[src/rtl/kiv_pkg.sv]
package kiv_pkg;
  localparam int WORD_W    = 32;
  localparam int KEY_WORDS = 8;
  localparam int IV_WORDS  = 4;
  localparam int KEY_BITS  = WORD_W * KEY_WORDS;
  localparam int IV_BITS   = WORD_W * IV_WORDS;
  localparam int KEY_BASE  = 'h20;
  localparam int IV_BASE   = 'h40;

  typedef enum logic [1:0] {
    KSZ_128 = 2'b00,
    KSZ_192 = 2'b01,
    KSZ_256 = 2'b10
  } ksz_e;
endpackage

[src/rtl/kiv_word_bank.sv]
module kiv_word_bank #(
  parameter int ADDR_W = 12,
  parameter int DATA_W = 32,
  parameter int BASE   = 'h20,
  parameter int NWORDS = 8
) (
  input  logic                     clk,
  input  logic                     rst_n,
  input  logic                     wr_en,
  input  logic                     lock,
  input  logic [ADDR_W-1:0]        addr,
  input  logic [DATA_W-1:0]        wdata,
  output logic                     hit,
  output logic [DATA_W-1:0]        rd_data,
  output logic [NWORDS*DATA_W-1:0] words
);
  localparam int WA_W  = ADDR_W - 2;
  localparam int IDX_W = (NWORDS > 1) ? $clog2(NWORDS) : 1;
  localparam logic [WA_W-1:0] BASE_W = WA_W'(BASE >> 2);
  localparam logic [WA_W-1:0] SPAN_W = WA_W'(NWORDS);

  logic [WA_W-1:0]   offs;
  logic [IDX_W-1:0]  idx;
  logic [DATA_W-1:0] word_q [NWORDS];
  logic [DATA_W-1:0] word_d [NWORDS];

  // Offset below the base wraps to a large value, so one compare covers both sides.
  assign offs = addr[ADDR_W-1:2] - BASE_W;
  assign hit  = (offs < SPAN_W);
  assign idx  = offs[IDX_W-1:0];

  for (genvar i = 0; i < NWORDS; i++) begin : g_word
    logic load;
    assign load = wr_en & ~lock & hit & (idx == IDX_W'(i));

    always_comb begin
      word_d[i] = word_q[i];
      if (load) word_d[i] = wdata;
    end

    always_ff @(posedge clk or negedge rst_n) begin
      if (!rst_n) word_q[i] <= '0;
      else        word_q[i] <= word_d[i];
    end

    // Lowest offset ends up in the most significant slice.
    assign words[(NWORDS-1-i)*DATA_W +: DATA_W] = word_q[i];
  end

  assign rd_data = hit ? word_q[idx] : '0;
endmodule

[src/rtl/kiv_assemble.sv]
module kiv_assemble
  import kiv_pkg::*;
(
  input  logic                cfg_aes,
  input  logic [1:0]          cfg_key_size,
  input  logic [KEY_BITS-1:0] key_raw,
  input  logic [IV_BITS-1:0]  iv_raw,
  output logic [KEY_BITS-1:0] key_out,
  output logic [IV_BITS-1:0]  iv_out
);
  localparam int SH_128 = KEY_BITS / 2;
  localparam int SH_192 = KEY_BITS / 4;
  localparam logic [KEY_BITS-1:0] ONES = '1;

  logic [KEY_BITS-1:0] key_mask;

  always_comb begin
    if (!cfg_aes) begin
      // Three 64-bit keys from pairs 1..3; pair 0 dropped.
      key_mask = ONES >> SH_192;
    end else begin
      case (cfg_key_size)
        KSZ_128: key_mask = ONES >> SH_128;
        KSZ_192: key_mask = ONES >> SH_192;
        default: key_mask = ONES;
      endcase
    end
  end

  assign key_out = key_raw & key_mask;
  // 64-bit mode uses pair 0 only, moved to the low half.
  assign iv_out  = cfg_aes ? iv_raw : (iv_raw >> (IV_BITS / 2));
endmodule

[src/rtl/cipher_keyiv_bank.sv]
module cipher_keyiv_bank
  import kiv_pkg::*;
#(
  parameter int ADDR_W = 12
) (
  input  logic                clk,
  input  logic                rst_n,
  input  logic                bus_we,
  input  logic [ADDR_W-1:0]   bus_addr,
  input  logic [WORD_W-1:0]   bus_wdata,
  output logic [WORD_W-1:0]   bus_rdata,
  input  logic                core_busy,
  input  logic                cfg_aes,
  input  logic [1:0]          cfg_key_size,
  output logic [KEY_BITS-1:0] key_out,
  output logic [1:0]          key_size_out,
  output logic                aes_out,
  output logic [IV_BITS-1:0]  iv_out
);
  logic [1:0]          rst_sync_q;
  logic                rst_sync_n;
  logic                key_hit, iv_hit;
  logic [WORD_W-1:0]   key_rd, iv_rd;
  logic [KEY_BITS-1:0] key_raw;
  logic [IV_BITS-1:0]  iv_raw;

  // Assert asynchronously, release on the clock.
  always_ff @(posedge clk or negedge rst_n) begin
    if (!rst_n) rst_sync_q <= 2'b00;
    else        rst_sync_q <= {rst_sync_q[0], 1'b1};
  end
  assign rst_sync_n = rst_sync_q[1];

  kiv_word_bank #(
    .ADDR_W(ADDR_W), .DATA_W(WORD_W), .BASE(KEY_BASE), .NWORDS(KEY_WORDS)
  ) u_key_bank (
    .clk(clk), .rst_n(rst_sync_n), .wr_en(bus_we), .lock(core_busy),
    .addr(bus_addr), .wdata(bus_wdata), .hit(key_hit), .rd_data(key_rd),
    .words(key_raw)
  );

  kiv_word_bank #(
    .ADDR_W(ADDR_W), .DATA_W(WORD_W), .BASE(IV_BASE), .NWORDS(IV_WORDS)
  ) u_iv_bank (
    .clk(clk), .rst_n(rst_sync_n), .wr_en(bus_we), .lock(core_busy),
    .addr(bus_addr), .wdata(bus_wdata), .hit(iv_hit), .rd_data(iv_rd),
    .words(iv_raw)
  );

  // Banks return zero when not hit, so an OR forms the read mux.
  assign bus_rdata = key_rd | iv_rd;

  kiv_assemble u_assemble (
    .cfg_aes(cfg_aes), .cfg_key_size(cfg_key_size),
    .key_raw(key_raw), .iv_raw(iv_raw),
    .key_out(key_out), .iv_out(iv_out)
  );

  assign key_size_out = cfg_key_size;
  assign aes_out      = cfg_aes;

  logic unused_hits;
  assign unused_hits = key_hit ^ iv_hit;
endmodule

[config.mk]
export PLATFORM = sky130hd
export DESIGN_NAME = cipher_keyiv_bank
export DESIGN_NICKNAME = d
export VERILOG_FILES = /design/src/rtl/kiv_pkg.sv /design/src/rtl/kiv_word_bank.sv /design/src/rtl/kiv_assemble.sv /design/src/rtl/cipher_keyiv_bank.sv
export SDC_FILE = /design/constraint.sdc
export NUM_CORES = 1
export LEC_CHECK = 0
export CAP_MARGIN = 10
export CORE_MARGIN = 1.5
export CORE_UTILIZATION = 50
export CTS_CLUSTER_SIZE = 20
export DETAILED_ROUTE_END_ITERATION = 12
export PLACE_DENSITY = 0.8
export SYNTH_ARGS = -nofsm -noshare
export SYNTH_HDL_FRONTEND = slang
export SYNTH_SLANG_ARGS = --single-unit
[constraint.sdc]
create_clock -name clk -period 14 [get_ports clk]
set_clock_uncertainty 0.15 [all_clocks]
set_input_delay 2.1 -clock clk [delete_from_list [all_inputs] [get_ports clk]]
set_output_delay 2.1 -clock clk [all_outputs]
set_load 0.1 [all_outputs]
==> out/qor.yml, run 1 <==
status: "finished, final reports clean"
syn2layout_area_growth_pct: 25.9
clkSlewWorstSetupHoldPaths_ps: 50
wire_per_inst_um: 27.5
drive_above_1_share_pct: 35.8
start_kind: "input pin"
critPathKind: "input pin to primary output"
power_mw: 2.44
end_kind: "primary output"
synth.net_count: 1568
synth_area_sq_um: 20400
r2r_end: "u_key_bank.words[32]$_DFFE_PN0P_"
crit_path_max_fanout: 55
avgSynthCellArea_sq_um: 13.5
reg2reg_depth: 2
antenna_found_initial: 0
port_buffers: 467
std_cell_rows: 73
yosysTopAreaCell: "dfrtp_1"
yosys_warnings: 0
place_area_sq_um: 24400
nets: 1829
synth-seq-area-share_pct: 47.2
grt_max_degree: 184
report.final.slew_viol_count: 0
hp-class: "flop to flop"
drtIter0Drc: 869
cts_tree: "built"
root_buffer: "clkbuf_16"
tightestPinTransition_ps: 1240
ant_nets: 0
ctsHoldBuffers: 0
clock_sinks: 386
startpoint: "bus_addr[3]"
cap_viol_max_count: 0
grt-ovfl-total: 0
clock.fmax_mhz: 122
start_util_pct: 51.1
power.leakage_nw: 12.1
whs_path_depth: 0
irDropWorstVdd_v: 0.0000902
dieArea_sq_um: 42100
crit_end: "bus_rdata[24]"
grt_pass1_wl_um: 95100
p_per_area_nw_per_um2: 94.7
dieWidth_um: 205
crit_cells: 6
core_area_sq_um: 40000
slowest_stage: "clkdlybuf4s50_1"
synth_top_area_share_pct: 47.2
r2r_start: "rst_sync_q[1]$_DFF_PN0_"
final_cell_mix: "462 x clkdlybuf4s50_1, 447 x mux2_2, 385 x dfrtp_1"
cpPeakStageDelay_ps: 990
synth_area_leaders: "dfrtp_1 47%, mux2_2 25%, mux4_2 11%"
synth_cells: 1516
fin_setup_tns_ps: 0
utilization_pct: 64.3
hpwl_um: 41100
via_count: 13900
cp.arrival_ps: 5930
clockBufferDepth: 3
io_pins: 470
drc_errors: 0
firstDrtPassIters: 5
grt_pass1_vias: 14800
clkLatencyLatePin_ps: 560
period_share_pct: 58.4
antenna-diode-count: 0
path_buf_inv: 3
crit_path_cell_trace: "buf_6, buf_4, mux4_2, mux2i_1, o21ai_0, clkdlybuf4s50_1"
rsz0062_at_grt: "no"
cts-buffers-inserted: 41
cts_setup_buffers: 0
cp_top_family: "buffers and inverters"
hold-worst-slack_ps: 203
layout_commonest_cell: "clkdlybuf4s50_1"
cts_resized: 0
period_minus_slack_ps: 8180
cts_max_level: 2
max_slew_margin_pct: 17.3
ys_seq_elements: 386
grt_use_total_pct: 30.6
routed_wirelength_um: 64000
hold_violations: 0
timing.reg2reg.setup_slack_ps: 11080
viasPerCell: 5.98
setup_viol_count_final: 0
finalInstanceArea_sq_um: 25700
die_y_um: 205
gp_congestion: 0.913
synth.distinct_cells: 28
required_ps: 11750
[worst reg2reg max path: stages (launching register included)]
cell and delay [ps]:
dfrtp_4 860, buf_12 820, buf_4 1040
[synth_stat cells (all sizes together)]
cell    count
dfrtp     386
inv         3
nor4        3
nand3b      1
nor3b       1
or3b        1
nand2      42
buf       189
or4         1
mux4       96
nand3       2
mux2      448
and3       65
or4b        1
and2       64
nor2        2
clkbuf     77
ha          1
nor2b      66
or3         1
o21ai      32
conb        1
xor2        1
mux2i      32
[power by group]
part           leakage, nW  total (mW)  internal [mW]  switching [mW]
combinational         6.10       0.207         0.0580           0.149
clock                0.641        1.09          0.636           0.456
sequential            5.38        1.14           1.13          0.0112
total                 12.1        2.44           1.82           0.616
[per-stage QoR]
stage	cells	setup slack (ps)
finish	2326	5820
global route	2326	5700
CTS	2326	5840
detailed placement	2259	5840
global placement	2259	5840
floorplan	1516	2300
[routing by layer]
| layer | track usage [%] | vias to the layer above | part of all wire (%) |
|---|---|---|---|
| li1 | - | 5806 | - |
| met1 | 39.3 | 7349 | 39 |
| met2 | 49.5 | 626 | 48 |
| met3 | 8.00 | 121 | 8.8 |
| met4 | 12.5 | 0 | 3.7 |
| met5 | 0 | - | 0 |
[cells by family after synthesis]
logic type | Yosys count | share of synthesized area [%]
AO/OA/AOI/OAI | 32 | 0.783
XOR/XNOR | 1 | 0.0429
adder cells (fa/ha/maj) | 1 | 0.0612
buffers and inverters | 269 | 7.64
flip-flops | 386 | 47.2
multiplexers | 576 | 36.8
other | 1 | 0.0183
AND/OR/NAND/NOR | 250 | 7.39
[layout make-up]
class                   count  area (sq um)
fillers                  3018         14300
repair buffers            484          4810
well taps                 525           657
clock buffers              57          1170
clock inverters            10           156
flip-flops and latches    386          9660
inverters                   3          11.3
multi-input cells         861          9270
[state kept, by name, indices dropped and copies added (netlist names)]
| name | count |
|---|---|
| u_key_bank.words | 256 |
| rst_sync_q | 2 |
| u_iv_bank.words | 128 |
[worst min-delay path by stage]
stage                                       start                       to
after floorplan           rst_sync_q[0]$_DFF_PN0_  rst_sync_q[1]$_DFF_PN0_
after global placement    rst_sync_q[0]$_DFF_PN0_  rst_sync_q[1]$_DFF_PN0_
after detailed placement  rst_sync_q[0]$_DFF_PN0_  rst_sync_q[1]$_DFF_PN0_
after CTS                 rst_sync_q[0]$_DFF_PN0_  rst_sync_q[1]$_DFF_PN0_
after global routing      rst_sync_q[0]$_DFF_PN0_  rst_sync_q[1]$_DFF_PN0_
final                     rst_sync_q[0]$_DFF_PN0_  rst_sync_q[1]$_DFF_PN0_
Note: power is estimated with default switching activity, not from simulation.
==> run 2: changes to the inputs <==
--- a/config.mk
+++ b/config.mk
@@ -7,10 +7,10 @@
 export LEC_CHECK = 0
 export CAP_MARGIN = 10
 export CORE_MARGIN = 1.5
-export CORE_UTILIZATION = 50
+export CORE_UTILIZATION = 46
 export CTS_CLUSTER_SIZE = 20
 export DETAILED_ROUTE_END_ITERATION = 12
-export PLACE_DENSITY = 0.8
+export PLACE_DENSITY = 0.77
 export SYNTH_ARGS = -nofsm -noshare
 export SYNTH_HDL_FRONTEND = slang
 export SYNTH_SLANG_ARGS = --single-unit
==> constraint.sdc (replaced) <==
create_clock -name clk -period 7.31 [get_ports clk]
set_clock_uncertainty 0.15 [all_clocks]
set_input_delay 1.0965 -clock clk [delete_from_list [all_inputs] [get_ports clk]]
set_output_delay 1.0965 -clock clk [all_outputs]
set_load 0.1 [all_outputs]
==> run 2 against run 1 <==
Sequential cell count is the same. Sequential power up 91%. First-iteration DRC count down 0.23%. Sequential share of layout area decreased by 0.36 points. Routed wire length increased by 0.37%.
==> out/qor.yml, run 2 (synthesis results as in run 1) <==
status: "finished, final reports clean"
start_util_pct: 46.4
final_cell_mix: "462 x clkdlybuf4s50_1, 447 x mux2_2, 385 x dfrtp_1"
seq_power_share_pct: 46.1
root_buffer: "clkbuf_16"
io_pins: 470
seq_area_sq_um: 9660
gp_congestion: 0.846
fin_ws_ps: 1300
p_sw_share_pct: 25.2
antenna_found_initial: 2
multi_input_area_sq_um: 9270
nets: 1837
power.leakage_nw: 12.2
min_from: "rst_sync_q[0]$_DFF_PN0_"
ant_nets: 0
p_sw_mw: 1.19
p_per_area_nw_per_um2: 182
r2r_start: "rst_sync_q[1]$_DFF_PN0_"
placed_cells: 2333
viasPerCell: 5.75
period_share_pct: 82.2
report.final.slew_viol_count: 0
cts_max_level: 2
grt_use_total_pct: 27.9
clock_sinks: 386
place_ws_ps: 1350
firstDrtPassIters: 7
crit_path_cell_trace: "clkdlybuf4s50_1, or4b_2, nor2_4, buf_4, nand2_1, o21ai_0, clkdlybuf4s50_1"
grt-ovfl-total: 0
startpoint: "bus_addr[5]"
cp.arrival_ps: 4760
via_count: 13900
cts_resized: 0
internal_power_mw: 3.53
setup_viol_count_final: 0
period_minus_slack_ps: 6010
slowest_stage: "clkdlybuf4s50_1"
cts_setup_buffers: 0
std_cell_rows: 77
grt_max_degree: 171
grt_pass1_wl_um: 93000
hold_violations: 0
fin_setup_tns_ps: 0
timing.reg2reg.setup_slack_ps: 5300
wire_per_inst_um: 26.6
drive_above_1_share_pct: 36.6
drc_errors: 0
grt_pass1_vias: 14500
dieWidth_um: 214
routed_wirelength_um: 64200
power_frac_clock_pct: 45.3
largest_reg_flops: 256
tightestPinTransition_ps: 1270
start_kind: "input pin"
rsz0062_at_grt: "no"
cap_viol_max_count: 0
cts-buffers-inserted: 42
critPathKind: "input pin to primary output"
ctsHoldBuffers: 0
required_ps: 6060
irDropWorstVdd_v: 0.000200
drtIter0Drc: 867
core_area_sq_um: 44000
dieArea_sq_um: 45700
crit_path_max_fanout: 25
syn2layout_area_growth_pct: 27.1
clock.fmax_mhz: 166
clkLatencyLatePin_ps: 550
end_kind: "primary output"
final_cells: 2411
hp-class: "flop to flop"
cpPeakStageDelay_ps: 1190
num-fill-cells: 3496
clockBufferDepth: 3
port_buffers: 467
clkSlewWorstSetupHoldPaths_ps: 60
layout_commonest_cell: "clkdlybuf4s50_1"
comb_power_share_pct: 8.5
die_y_um: 214
max_slew_margin_pct: 15.2
hpwl_um: 42500
cp_common_cell: "clkdlybuf4s50_1"
cts_tree: "built"
## run 2: cell type report
class                      instances  area share, %
sequential                       386           37.2
multi-input combinational        861           35.7
timing repair buffer             491           18.8
clock buffer                      58           4.78
tap                              592           2.85
clock inverter                    18          0.588
inverter                           3         0.0433
antenna                            2         0.0193
## run 2: path summary, 6_finish.rpt
kind,endpoint,cells after the start
worst max-delay path,bus_rdata[20],7
worst min-delay path,rst_sync_q[1]$_DFF_PN0_,0
worst max register to register,u_iv_bank.words[90]$_DFFE_PN0P_,1
worst min register to register,rst_sync_q[1]$_DFF_PN0_,0
max in group asynchronous,u_iv_bank.words[90]$_DFFE_PN0P_,1
min in group asynchronous,u_key_bank.words[174]$_DFFE_PN0P_,0
## run 2: power by group through the flow
stage               clock (mW)  combinational [mW]  sequential [mW]
detailed placement           0               0.405             2.22
global route              2.25               0.423             2.18
finish                    2.14               0.403             2.18
floorplan                    0               0.266             2.23
CTS                       2.17               0.406             2.18
global placement             0               0.401             2.21
## run 2: metrics by stage
stage | power [mW] | util, % | hold slack [ps] | cell area (sq um)
floorplan | 2.50 | - | 181 | 20400
global placement | 2.62 | 55.8 | 188 | 24600
detailed placement | 2.62 | 55.8 | 194 | 24600
CTS | 4.75 | 59.0 | 207 | 26000
global route | 4.85 | 59.0 | 216 | 26000
finish | 4.72 | 59.0 | 205 | 26000
## run 2: layer usage
metal | GRT usage (%) | share of wire, % | vias to the layer above | routed length (um)
met2 | 46.4 | 49 | 566 | 31500
met3 | 6.96 | 7.4 | 148 | 4740
met4 | 13.5 | 4.5 | 2 | 2900
li1 | - | - | 5837 | -
met5 | 0 | 0.020 | - | 13
met1 | 34.1 | 39 | 7313 | 25100
## run 2: worst max-delay path, delay by kind of cell
| family | cells | cell delay (ps) |
|---|---|---|
| compound gates | 1 | 130 |
| buf+inv | 3 | 1920 |
| simple gates | 3 | 1580 |
